==> config.mk <==
export PLATFORM = sky130hd
export DESIGN_NAME = timebase_counter
export DESIGN_NICKNAME = d
export VERILOG_FILES = /design/src/rtl/tbc_pkg.sv /design/src/rtl/tbc_regport.sv /design/src/rtl/tbc_accum.sv /design/src/rtl/tbc_compare.sv /design/src/rtl/timebase_counter.sv
export SDC_FILE = /design/constraint.sdc
export NUM_CORES = 1
export LEC_CHECK = 0
export ABC_AREA = 1
export BUFFER_PORTS_ARGS = -buffer_cell sky130_fd_sc_hd__buf_4
export CORE_ASPECT_RATIO = 1.1
export CORE_MARGIN = 2
export CORE_UTILIZATION = 40
export DETAILED_ROUTE_END_ITERATION = 8
export PLACE_DENSITY_LB_ADDON = 0.12
export SYNTH_ARGS = -nofsm -noshare
export SYNTH_HDL_FRONTEND = slang
export SYNTH_SLANG_ARGS = --single-unit
==> constraint.sdc <==
create_clock -name clk -period 2.3 [get_ports clk]
set_clock_uncertainty 0.05 [all_clocks]
set_input_delay 0.46 -clock clk [delete_from_list [all_inputs] [get_ports clk]]
set_output_delay 0.46 -clock clk [all_outputs]
set_load 0.02 [all_outputs]
==> src/rtl/tbc_pkg.sv <==
`timescale 1ns/1ps
package tbc_pkg;
   typedef enum logic [2:0] {
      TBC_TMR_LO = 3'd0,
      TBC_TMR_HI = 3'd1,
      TBC_CMP_LO = 3'd2,
      TBC_CMP_HI = 3'd3,
      TBC_INC_FR = 3'd4,
      TBC_INC_IN = 3'd5
   } tbc_idx_e;

   typedef struct packed {
      logic tmr_lo;
      logic tmr_hi;
      logic cmp_lo;
      logic cmp_hi;
      logic inc_fr;
      logic inc_in;
   } tbc_wr_s;
endpackage

==> src/rtl/tbc_regport.sv <==
`timescale 1ns/1ps
module tbc_regport
   import tbc_pkg::*;
#(
   parameter int REG_W = 32
) (
   input  logic               clk,
   input  logic               rst_n,
   input  logic               wr_en,
   input  logic               rd_en,
   input  logic [2:0]         addr,
   input  logic [2*REG_W-1:0] tmr_value,
   input  logic [2*REG_W-1:0] cmp_value,
   input  logic [REG_W-1:0]   inc_int,
   input  logic [REG_W-1:0]   inc_frac,
   output tbc_wr_s            wr_strb,
   output logic [REG_W-1:0]   rdata
);
   localparam int VIS_W = 2 * REG_W;

   logic [REG_W-1:0] tmr_hi_hold;
   logic [REG_W-1:0] cmp_hi_hold;

   always_comb begin
      wr_strb = '0;
      if (wr_en) begin
         case (tbc_idx_e'(addr))
            TBC_TMR_LO: wr_strb.tmr_lo = 1'b1;
            TBC_TMR_HI: wr_strb.tmr_hi = 1'b1;
            TBC_CMP_LO: wr_strb.cmp_lo = 1'b1;
            TBC_CMP_HI: wr_strb.cmp_hi = 1'b1;
            TBC_INC_FR: wr_strb.inc_fr = 1'b1;
            TBC_INC_IN: wr_strb.inc_in = 1'b1;
            default:    wr_strb = '0;
         endcase
      end
   end

   always_ff @(posedge clk) begin
      if (!rst_n) begin
         rdata       <= '0;
         tmr_hi_hold <= '0;
         cmp_hi_hold <= '0;
      end else if (rd_en) begin
         case (tbc_idx_e'(addr))
            TBC_TMR_LO: begin
               rdata       <= tmr_value[REG_W-1:0];
               tmr_hi_hold <= tmr_value[VIS_W-1:REG_W];
            end
            TBC_TMR_HI: rdata <= tmr_hi_hold;
            TBC_CMP_LO: begin
               rdata       <= cmp_value[REG_W-1:0];
               cmp_hi_hold <= cmp_value[VIS_W-1:REG_W];
            end
            TBC_CMP_HI: rdata <= cmp_hi_hold;
            TBC_INC_FR: rdata <= inc_frac;
            TBC_INC_IN: rdata <= inc_int;
            default:    rdata <= '0;
         endcase
      end
   end

   AST_RD_HOLD: assert property (@(posedge clk) disable iff (!rst_n)
      !rd_en |=> $stable(rdata)) else $error("AST_RD_HOLD");
endmodule

==> src/rtl/tbc_accum.sv <==
`timescale 1ns/1ps
module tbc_accum #(
   parameter int REG_W         = 32,
   parameter int FRAC_W        = 32,
   parameter int RESET_INC_INT = 1
) (
   input  logic                 clk,
   input  logic                 rst_n,
   input  logic                 tmr_wr_lo,
   input  logic                 tmr_wr_hi,
   input  logic                 inc_wr_fr,
   input  logic                 inc_wr_in,
   input  logic [REG_W-1:0]     wdata,
   output logic [2*REG_W-1:0]   val_q,
   output logic [REG_W-1:0]     inc_int_q,
   output logic [REG_W-1:0]     inc_frac_view
);
   localparam int VIS_W = 2 * REG_W;
   localparam int ACC_W = VIS_W + FRAC_W;
   localparam int PAD_W = REG_W - FRAC_W;

   logic             tmr_wr;
   logic [REG_W-1:0] frac_view;

   assign tmr_wr = tmr_wr_lo | tmr_wr_hi;

   always_ff @(posedge clk) begin
      if (!rst_n)         inc_int_q <= REG_W'(RESET_INC_INT);
      else if (inc_wr_in) inc_int_q <= wdata;
   end

   generate
      if (FRAC_W > 0) begin : g_frac
         logic [FRAC_W-1:0] frac_q;
         logic [FRAC_W-1:0] inc_frac_q;
         logic [ACC_W-1:0]  acc_sum;

         assign acc_sum = {val_q, frac_q} + ACC_W'({inc_int_q, inc_frac_q});

         always_ff @(posedge clk) begin
            if (!rst_n) begin
               val_q  <= '0;
               frac_q <= '0;
            end else if (tmr_wr) begin
               if (tmr_wr_lo) val_q[REG_W-1:0]     <= wdata;
               if (tmr_wr_hi) val_q[VIS_W-1:REG_W] <= wdata;
               frac_q <= '0;
            end else begin
               {val_q, frac_q} <= acc_sum;
            end
         end

         always_ff @(posedge clk) begin
            if (!rst_n)         inc_frac_q <= '0;
            else if (inc_wr_fr) inc_frac_q <= FRAC_W'(wdata >> PAD_W);
         end

         assign frac_view     = REG_W'(frac_q) << PAD_W;
         assign inc_frac_view = REG_W'(inc_frac_q) << PAD_W;
      end else begin : g_int
         logic [VIS_W-1:0] int_sum;
         assign int_sum = val_q + VIS_W'(inc_int_q);

         always_ff @(posedge clk) begin
            if (!rst_n) val_q <= '0;
            else if (tmr_wr) begin
               if (tmr_wr_lo) val_q[REG_W-1:0]     <= wdata;
               if (tmr_wr_hi) val_q[VIS_W-1:REG_W] <= wdata;
            end else begin
               val_q <= int_sum;
            end
         end

         assign frac_view     = '0;
         assign inc_frac_view = '0;
      end
   endgenerate

   AST_STEP: assert property (@(posedge clk) disable iff (!rst_n)
      !tmr_wr |=> ((val_q - $past(val_q)) == VIS_W'($past(inc_int_q))) ||
                  ((val_q - $past(val_q)) == VIS_W'($past(inc_int_q)) + VIS_W'(1)))
      else $error("AST_STEP");
   AST_FREEZE: assert property (@(posedge clk) disable iff (!rst_n)
      (!tmr_wr && inc_int_q == '0 && inc_frac_view == '0) |=> $stable(val_q) && $stable(frac_view))
      else $error("AST_FREEZE");
   AST_LOAD_LO: assert property (@(posedge clk) disable iff (!rst_n)
      tmr_wr_lo |=> (val_q[REG_W-1:0] == $past(wdata)) && (frac_view == '0))
      else $error("AST_LOAD_LO");
   AST_LOAD_HI: assert property (@(posedge clk) disable iff (!rst_n)
      tmr_wr_hi |=> (val_q[VIS_W-1:REG_W] == $past(wdata)) && (frac_view == '0))
      else $error("AST_LOAD_HI");
endmodule

==> src/rtl/tbc_compare.sv <==
`timescale 1ns/1ps
module tbc_compare #(
   parameter int REG_W = 32
) (
   input  logic               clk,
   input  logic               rst_n,
   input  logic               wr_lo,
   input  logic               wr_hi,
   input  logic [REG_W-1:0]   wdata,
   input  logic               tmr_wr,
   input  logic [2*REG_W-1:0] tmr_value,
   output logic [2*REG_W-1:0] cmp_q,
   output logic               irq
);
   localparam int VIS_W = 2 * REG_W;

   always_ff @(posedge clk) begin
      if (!rst_n) cmp_q <= '1;
      else begin
         if (wr_lo) cmp_q[REG_W-1:0]     <= wdata;
         if (wr_hi) cmp_q[VIS_W-1:REG_W] <= wdata;
      end
   end

   assign irq = (tmr_value >= cmp_q);

   AST_IRQ_HOLD: assert property (@(posedge clk) disable iff (!rst_n)
      (irq && !wr_lo && !wr_hi && !tmr_wr) |=> irq || (tmr_value < $past(tmr_value)))
      else $error("AST_IRQ_HOLD");
endmodule

==> src/rtl/timebase_counter.sv <==
`timescale 1ns/1ps
module timebase_counter
   import tbc_pkg::*;
#(
   parameter int REG_W         = 32,
   parameter int FRAC_W        = 32,
   parameter int RESET_INC_INT = 1
) (
   input  logic                 clk,
   input  logic                 rst_n,
   input  logic                 reg_wr,
   input  logic                 reg_rd,
   input  logic [2:0]           reg_addr,
   input  logic [REG_W-1:0]     reg_wdata,
   output logic [REG_W-1:0]     reg_rdata,
   output logic [2*REG_W-1:0]   timer_value,
   output logic                 timer_irq
);
   localparam int VIS_W = 2 * REG_W;

   initial begin
      if (REG_W < 8)       $fatal(1, "REG_W must be at least 8");
      if (FRAC_W < 0)      $fatal(1, "FRAC_W must not be negative");
      if (FRAC_W > REG_W)  $fatal(1, "FRAC_W must fit one register half");
      if (RESET_INC_INT < 0) $fatal(1, "RESET_INC_INT must not be negative");
   end

   tbc_wr_s          wr_strb;
   logic [VIS_W-1:0] cmp_value;
   logic [REG_W-1:0] inc_int;
   logic [REG_W-1:0] inc_frac;

   tbc_regport #(.REG_W(REG_W)) u_regport (
      .clk       (clk),
      .rst_n     (rst_n),
      .wr_en     (reg_wr),
      .rd_en     (reg_rd),
      .addr      (reg_addr),
      .tmr_value (timer_value),
      .cmp_value (cmp_value),
      .inc_int   (inc_int),
      .inc_frac  (inc_frac),
      .wr_strb   (wr_strb),
      .rdata     (reg_rdata)
   );

   tbc_accum #(.REG_W(REG_W), .FRAC_W(FRAC_W), .RESET_INC_INT(RESET_INC_INT)) u_accum (
      .clk           (clk),
      .rst_n         (rst_n),
      .tmr_wr_lo     (wr_strb.tmr_lo),
      .tmr_wr_hi     (wr_strb.tmr_hi),
      .inc_wr_fr     (wr_strb.inc_fr),
      .inc_wr_in     (wr_strb.inc_in),
      .wdata         (reg_wdata),
      .val_q         (timer_value),
      .inc_int_q     (inc_int),
      .inc_frac_view (inc_frac)
   );

   tbc_compare #(.REG_W(REG_W)) u_compare (
      .clk       (clk),
      .rst_n     (rst_n),
      .wr_lo     (wr_strb.cmp_lo),
      .wr_hi     (wr_strb.cmp_hi),
      .wdata     (reg_wdata),
      .tmr_wr    (wr_strb.tmr_lo | wr_strb.tmr_hi),
      .tmr_value (timer_value),
      .cmp_q     (cmp_value),
      .irq       (timer_irq)
   );
endmodule

* Yosys cells after proc, flatten, opt, wreduce, memory -nomap -nowiden *
Index checks and enable logic that the tools add are counted.

operators by class
  add/subtract/negate cells = 1
  order comparisons = 1
  equal/unequal tests = 7
  muxes and demuxes = 11
  bitwise operators = 2
  reduce and logical (&&, ||, !) cells = 4

operators by type and width
  kind                count
  $pmux 32 s6         1
  $add 96x64->96      1
  $ge 64x64->1        1
  $mux 32             2
  $mux 64             1
  $eq 3x2->1 const B  2
  $eq 3x3->1 const B  2
  $mux 1              6
  $mux 6              1
  $ne 2x2->1 const B  2
  $reduce_and 2->1    2
  $eq 3x1->1 const B  1
  $logic_not 3->1     1
  $reduce_or 2->1     1
  $not 1->1           1
  $or 1x1->1          1

word-level totals
  bits in registers = 320
  output and inout bits = 97

* Logic depth before layout (Yosys ltp) *
Gate-level depths: netlist of the first run.

  word-level depth = 5
  gate-level depth with buffers = 17
  gate-level depth less buffers = 17

* Cells and area by module *
From an unflattened synthesis of the first run, not the netlist that was laid out.

unflattened totals
  cells, all modules = 3592
  area total of the unflattened synthesis = 22577.9 um^2

modules (own cells, without submodules)
  module            times used  cells each  area each (um^2)
  tbc_accum         1           2279        13162.6
  tbc_regport       1           817         5567.8
  tbc_compare       1           493         3836.2
  timebase_counter  1           3           11.3

* Worst setup path before layout of the first run *
No wires, ideal clock.

  kind = flip-flop to output port
  start point = register u_accum.val_q[49]
  end point = output timer_irq
  arrival time = 1.664 ns
  required time = 1.790 ns
  path slack = 0.126 ns
  cell stages (with the launch flop) = 9
  buffers on the path = 0
  path through = dfxtp_1 -> ha_1 -> a21oi_1 -> o21ai_0 -> nor2b_1 -> o211ai_1 -> o2111ai_1 -> a21oi_1 -> nand3_1

between the ends
  cells in the longest elaborated chain, start to end = 1

RTL lines
  element                            RTL line                text
  from (decl)                        tbc_accum.sv:14         output logic [2*REG_W-1:0] val_q,
  from (signal, indexed assignment)  tbc_accum.sv:45         if (tmr_wr_lo) val_q[REG_W-1:0] <= wdata;
  from (signal, indexed assignment)  tbc_accum.sv:46         if (tmr_wr_hi) val_q[VIS_W-1:REG_W] <= wdata;
  from (signal assigned)             tbc_accum.sv:49         {val_q, frac_q} <= acc_sum;
  $ge 64x64->1                       tbc_compare.sv:25       assign irq = (tmr_value >= cmp_q);
  to (decl)                          timebase_counter.sv:17  output logic timer_irq

Every way passes these cells.

* Worst setup path after layout of the first run *
  start point = register u_accum.val_q[29]
  end point = output timer_irq

The elaborated chain is that of the path after synthesis.

==> results_dict.tcl, run 1 <==
set metrics [dict create \
    status "finished with violations" \
    violations "negative setup slack" \
    crit_fanout 4 \
    maxSlewViolCount 0 \
    area_of_the_multi_input_gates_sq_um 15300 \
    timing.critical_path.max_delay_family "buffers and inverters" \
    drtAntennaViolNets 0 \
    fp.dieH_microns 248 \
    post_synth_design_cell_area_sq_um 21600 \
    drv.max_cap_violation_count 0 \
    num_io_pins 136 \
    maximum_level_of_the_cts_h_tree 2 \
    yosys.cell_types.count 50 \
    avgViaCountPerCell 5.33 \
    synth_fa_ha_area_share_pct 7.50 \
    die_width_microns 226 \
    final_net_count 4362 \
    synth-simple-area-share_pct 30.6 \
    floorplan.rows 89 \
    min_period_ps 2930 \
    drcViolationCount 0 \
    worst_slew_pin_slew_ps 785 \
    port_buffers 135 \
    cells_traversed_along_the_worst_timing_path "buf_4 > ha_4 > nand2_1 > inv_1 > o21ai_1 > o211ai_1 > a21oi_1 > buf_4 > nand2_1 > nand2_1 > nand3_2 > buf_6" \
    layout_setup_ws_ps -632 \
    route.detailed.wl_per_inst_microns 22.6 \
    muxShareOfSynthArea_pct 0 \
    yosys-top-cells-count "sky130_fd_sc_hd__nand2_1, sky130_fd_sc_hd__inv_1, sky130_fd_sc_hd__a21oi_1" \
    floorplan.die_area_sq_um 55900 \
    crit_type "reg2out" \
    grt_usage_pct 39.3 \
    max_slew_margin_pct 47.1 \
    synth_largest_type_area_fraction_pct 29.6 \
    syn2layout_area_growth_pct 50.1 \
    share_of_layout_cells_above_drive_strength_1_pct 35.3 \
    rsz0062_at_grt "yes" \
    synth_fp_nets 3683 \
    filler_cell_count 5193 \
    max_freq_mhz 341 \
    cts.root.buffer_cell "sky130_fd_sc_hd__clkbuf_16" \
    ff2ff_path_depth 15 \
    post-dp-hpwl_microns 88000 \
    tritoncts "done" \
    synth-edff-count 0 \
    coreArea_sq_um 53600 \
    hold_path.class "in2reg" \
    dominant_cell_type_by_area_after_synthesis "sky130_fd_sc_hd__dfxtp_1" \
    synth_async_sr_flop_share_pct 0 \
    globalRouteOverflowTotal 0 \
    place_ws_ps -527 \
    whs_path_depth 3 \
    critical_path.endpoint_type "output pin" \
    leakage_power_summed_over_all_cells_nw 15.7 \
    critical_path.startpoint_type "flop" \
    register_area_share_after_synthesis_pct 29.6 \
    critical_path_arrival_ps 2420 \
    number_of_antenna_violations_at_the_first_check_in_global_routing 0 \
    final-seq-area_sq_um 6540 \
    dr.first_iter.drc_count 2235 \
    dominant_combinational_cell_family_by_area_after_synthesis "simple AND/OR/NAND/NOR gates" \
    detail_route.wirelength_microns 112000 \
    first_global_vias 24800 \
    placed_cell_area_sq_um 27800 \
    start_util_pct 40.4 \
    ys.warnings.count 0 \
    critPathMostFrequentCell "sky130_fd_sc_hd__nand2_1" \
    critical_path_cell_count 12 \
    cts.clk_slew.worst_paths_ps 60 \
    cts_inserted_buffers 40 \
    synth-main-ff-cell "sky130_fd_sc_hd__dfxtp_1" \
    grt_first_pass_wirelength_microns 161000 \
    setup-tns-final_ps -1660 \
    post_synth_inst_count 3515 \
    final.period_utilization_pct 127 \
    finish.instance_area_sq_um 32500 \
    holdWs_ps 88.4 \
    final_cell_count_no_fill 4952 \
    crit_path_max_incr_delay_ps 390 \
    crit_required_ps 1790 \
    post-place-cells 4841 \
    clk-insertion-delay-late_ps 590 \
    cts-hold-fix-buffers 0 \
    avgSynthCellArea_sq_um 6.15 \
    post_synth_xor_area_fraction_pct 1.05 \
    power.total_mw 15.8 \
    peakVddDrop_v 0.000566 \
    ys_seq_elements 320 \
    clk_path_buf_depth 3 \
    tritoncts_num_sinks 320 \
    power_density_relative_to_cell_area_nw_per_um2 487 \
    yosys.cell_count.top_type "sky130_fd_sc_hd__nand2_1" \
    finish.utilization_pct 60.6 \
    gpl.final_weighted_congestion 1.01 \
    grt_max_degree 103 \
    critPathBufInv 4 \
    drt_pre_antenna_iters 5 \
    worst_path_cell_with_the_longest_stage_delay "sky130_fd_sc_hd__dfxtp_1" \
    report.final.setup_viol 26 \
    report.final.hold_viol_count 0 \
    ys_top_cells_by_area "sky130_fd_sc_hd__dfxtp_1, sky130_fd_sc_hd__nand2_1, sky130_fd_sc_hd__inv_1" \
    synth_compound_area_share_pct 19.0 \
    vias 26400 \
]
## cell type report
class | count | area share (%)
multi-input combinational | 2499 | 47.2
sequential | 320 | 20.1
timing repair buffer | 759 | 19.0
inverter | 574 | 6.66
clock buffer | 54 | 3.53
tap | 728 | 2.81
clock inverter | 17 | 0.648
antenna | 1 | 0.00771
## flip-flops by register name, summed over array words and instances (netlist names)
signal,cells
u_regport.tmr_hi_hold,32
u_regport.cmp_hi_hold,32
u_accum.val_q,64
u_accum.frac_view,32
u_compare.cmp_q,64
u_accum.inc_frac_view,32
u_regport.rdata,32
u_accum.inc_int_q,32
## worst min-delay path, stage by stage
cell                       delay [ps]
sky130_fd_sc_hd__buf_4            120
sky130_fd_sc_hd__nand2_1           50
sky130_fd_sc_hd__o211ai_1          70
## worst paths after layout
kind / start / end / slack (ps)
setup / recovery: u_accum.val_q[29] / timer_irq / -630
hold / removal: reg_wdata[16] / u_compare.cmp_q[16] / 90
setup reg to reg: u_accum.val_q[26] / u_accum.val_q[38] / -110
hold reg to reg: u_regport.tmr_hi_hold[13] / u_regport.tmr_hi_hold[13] / 400
## metal layers
layer | up-vias | GRT usage, % | wire length [microns]
li1 | 12700 | - | -
met1 | 12300 | 48.7 | 44700
met2 | 1106 | 64.2 | 50700
met3 | 301 | 4.46 | 7540
met4 | 0 | 26.8 | 9000
met5 | - | 0 | 0
## where the power goes
part           total [mW]  leakage [nW]  switching (mW)  internal (mW)
combinational        3.14          12.4            1.84           1.30
clock                6.67         0.668            2.81           3.86
sequential           6.00          2.64           0.222           5.78
## cell families (layout without fill, tap and decap cells)
kind of cell             after synthesis  count (layout)
flip-flops                           320             320
AND/OR/NAND/NOR                     1603            1603
adder cells (fa/ha/maj)              129             129
XOR/XNOR                              26              26
other                                  0               1
AO/OA/AOI/OAI                        741             741
buffers and inverters                696            1404
## placed cells by master, fill, tap and decap left out, types with 20 or more instances in the layout
cell,Yosys,layout
sky130_fd_sc_hd__a21oi_1,351,289
sky130_fd_sc_hd__a21oi_2,6,62
sky130_fd_sc_hd__a221oi_1,35,35
sky130_fd_sc_hd__buf_12,0,27
sky130_fd_sc_hd__buf_4,1,700
sky130_fd_sc_hd__buf_6,1,32
sky130_fd_sc_hd__clkbuf_16,0,41
sky130_fd_sc_hd__dfxtp_1,320,248
sky130_fd_sc_hd__dfxtp_2,0,55
sky130_fd_sc_hd__ha_1,128,54
sky130_fd_sc_hd__ha_4,0,70
sky130_fd_sc_hd__inv_1,552,518
sky130_fd_sc_hd__inv_2,20,51
sky130_fd_sc_hd__nand2_1,1000,818
sky130_fd_sc_hd__nand2_2,7,159
sky130_fd_sc_hd__nand2_4,1,28
sky130_fd_sc_hd__nand3_1,165,129
sky130_fd_sc_hd__nand3_2,2,23
sky130_fd_sc_hd__nand4_1,29,29
sky130_fd_sc_hd__nor2_1,307,217
sky130_fd_sc_hd__nor2_2,33,73
sky130_fd_sc_hd__nor2_4,1,51
sky130_fd_sc_hd__o211ai_1,43,43
sky130_fd_sc_hd__o21ai_0,252,226
sky130_fd_sc_hd__o21ai_1,1,20
sky130_fd_sc_hd__xor2_1,23,21
## what timing repair did
action	4_1_cts	5_1_grt
pin swaps	96	88
resized for setup	449	320
setup endpoints to repair	77	70
buffers inserted	19	20
Power figures use the tool's default switching activity.
==> inputs of run 2 (changes only) <==
--- a/config.mk
+++ b/config.mk
@@ -12,6 +12,7 @@
 export CORE_UTILIZATION = 40
 export DETAILED_ROUTE_END_ITERATION = 8
 export PLACE_DENSITY_LB_ADDON = 0.12
+export SETUP_SLACK_MARGIN = 0.4
 export SYNTH_ARGS = -nofsm -noshare
 export SYNTH_HDL_FRONTEND = slang
 export SYNTH_SLANG_ARGS = --single-unit
==> results_dict.tcl, run 2 (synthesis gave the netlist of run 1 again) <==
set metrics [dict create \
    floorplan.die_area_sq_um 55900 \
    clk-insertion-delay-late_ps 600 \
    report.final.setup_viol 34 \
    fp.dieH_microns 248 \
    crit_fanout 2 \
    status "finished with violations" \
    timing.rr.start "u_accum.inc_int_q[31]" \
    power_density_relative_to_cell_area_nw_per_um2 472 \
    num_io_pins 136 \
    globalRouteOverflowTotal 0 \
    report.final.hold_viol_count 0 \
    layout_setup_ws_ps -683 \
    largest_registers_in_the_final_layout "u_accum.val_q: 64 flops, u_compare.cmp_q: 64 flops" \
    drtAntennaViolNets 0 \
    grt.met3_usage_pct 5.09 \
    leakage_power_summed_over_all_cells_nw 16.1 \
    grt.met1_usage_pct 48.7 \
    final.period_utilization_pct 130 \
    critical_path.endpoint_type "output pin" \
    coreArea_sq_um 53600 \
    critical_path.startpoint_type "flop" \
    power.total_mw 15.8 \
    rsz0062_at_grt "yes" \
    grt_max_degree 123 \
    grt_first_pass_wirelength_microns 162000 \
    final_net_count 4363 \
    crit_path_max_incr_delay_ps 430 \
    dr.first_iter.drc_count 2432 \
    tritoncts "done" \
    cts-hold-fix-buffers 0 \
    global_route.peak_usage_layer "met2" \
    reg_to_reg_slack_setup_ps -170 \
    whs_path_depth 3 \
    drv.max_cap_violation_count 0 \
    peakVddDrop_v 0.000517 \
    cells_traversed_along_the_worst_timing_path "ha_4 > a21oi_1 > o21ai_0 > o211ai_1 > o2111ai_2 > a21oi_2 > nand3_2 > buf_6" \
    first_global_vias 25400 \
    cts.root.buffer_cell "sky130_fd_sc_hd__clkbuf_16" \
    worst_slew_pin_slew_ps 688 \
    met2_demand_to_capacity_share_in_global_routing_pct 62.8 \
    clk_path_buf_depth 3 \
    maximum_level_of_the_cts_h_tree 2 \
    vias 26800 \
    route.detailed.wl_per_inst_microns 22.7 \
    floorplan.rows 89 \
    antenna_cell_count 0 \
    drt_pre_antenna_iters 6 \
    gpl.final_weighted_congestion 1.06 \
    cts.clk_slew.worst_paths_ps 70 \
    violations "negative setup slack" \
    max_freq_mhz 335 \
    number_of_antenna_violations_at_the_first_check_in_global_routing 0 \
    tritoncts_num_sinks 320 \
    r2r_end "u_accum.val_q[59]" \
    grt_usage_pct 39.4 \
    max_slew_margin_pct 53.7 \
    drcViolationCount 0 \
    critPathCapture "timer_irq" \
    crit_path_start "u_accum.val_q[53]" \
    share_of_layout_cells_above_drive_strength_1_pct 38.7 \
    start_util_pct 40.4 \
    finish.utilization_pct 62.3 \
    final_cell_count_no_fill 4948 \
    crit_required_ps 1790 \
    hold_path.class "in2reg" \
    final_common_cell "sky130_fd_sc_hd__nand2_1" \
    final_cell_mix "sky130_fd_sc_hd__nand2_1, sky130_fd_sc_hd__buf_4, sky130_fd_sc_hd__inv_1, sky130_fd_sc_hd__a21oi_1, sky130_fd_sc_hd__o21ai_0" \
    cts_inserted_buffers 40 \
    critical_path_arrival_ps 2470 \
    crit_type "reg2out" \
    maxSlewViolCount 0 \
    avgViaCountPerCell 5.41 \
    post-place-cells 4817 \
    detail_route.wirelength_microns 113000 \
    place_ws_ps -384 \
    post-dp-hpwl_microns 86400 \
    ff2ff_path_depth 16 \
    port_buffers 135 \
    worst_path_cell_with_the_longest_stage_delay "sky130_fd_sc_hd__dfxtp_4" \
    syn2layout_area_growth_pct 54.4 \
    die_width_microns 226 \
    min_period_ps 2980 \
]
run 2: worst min path at each step:
stage,from,to,slack (ps)
floorplan,u_regport.tmr_hi_hold[13],u_regport.tmr_hi_hold[13],370
global placement,u_regport.tmr_hi_hold[13],u_regport.tmr_hi_hold[13],380
detailed placement,u_regport.tmr_hi_hold[13],u_regport.tmr_hi_hold[13],390
CTS,reg_wdata[18],u_compare.cmp_q[18],70
global route,reg_wdata[30],u_compare.cmp_q[30],90
finish,reg_wdata[18],u_compare.cmp_q[18],80
run 2: power breakdown:
part,switching [mW],leakage (nW),internal (mW)
logic,1.84,12.8,1.29
registers,0.234,2.66,5.78
clock network,2.76,0.657,3.86
total,4.83,16.1,10.9
run 2: layout make-up:
cell class                      count  area [sq um]
Clock buffer                       54          1150
Clock inverter                     13           183
Fill cell                        5036         20200
Inverter                          574          2170
Multi-Input combinational cell   2499         16000
Sequential cell                   320          6620
Tap cell                          728           911
Timing Repair Buffer              760          6350
run 2: per-stage QoR:
| step | area, sq um | TNS [ps] | hold slack [ps] |
|---|---|---|---|
| final | 33400 | -2850 | 82.8 |
| after CTS | 32100 | -2820 | 71.3 |
| after global placement | 28100 | -11260 | 385 |
| after detailed placement | 28100 | -11080 | 388 |
| after floorplan | 22100 | 0 | 373 |
| after global routing | 33400 | -8310 | 89.4 |
run 2: timing repair:
action	in CTS	in global routing
setup endpoints to repair	96	89
resized for setup	621	318
pin swaps	111	104
setup buffers	41	23
run 2: critical path, delay by kind of cell, from the launching register on:
kind            cells  cell delay, ps
fa+ha+maj           1             230
simple gates        1             110
flops               1             430
buf+inv             1             150
compound gates      5             940
run 2: per-layer routing:
| metal | part of all wire, % | vias up | wire length (microns) |
|---|---|---|---|
| li1 | - | 12700 | - |
| met1 | 40 | 12500 | 45200 |
| met2 | 45 | 1266 | 50200 |
| met3 | 6.7 | 344 | 7560 |
| met4 | 8.5 | 0 | 9530 |
| met5 | 0 | - | 0 |
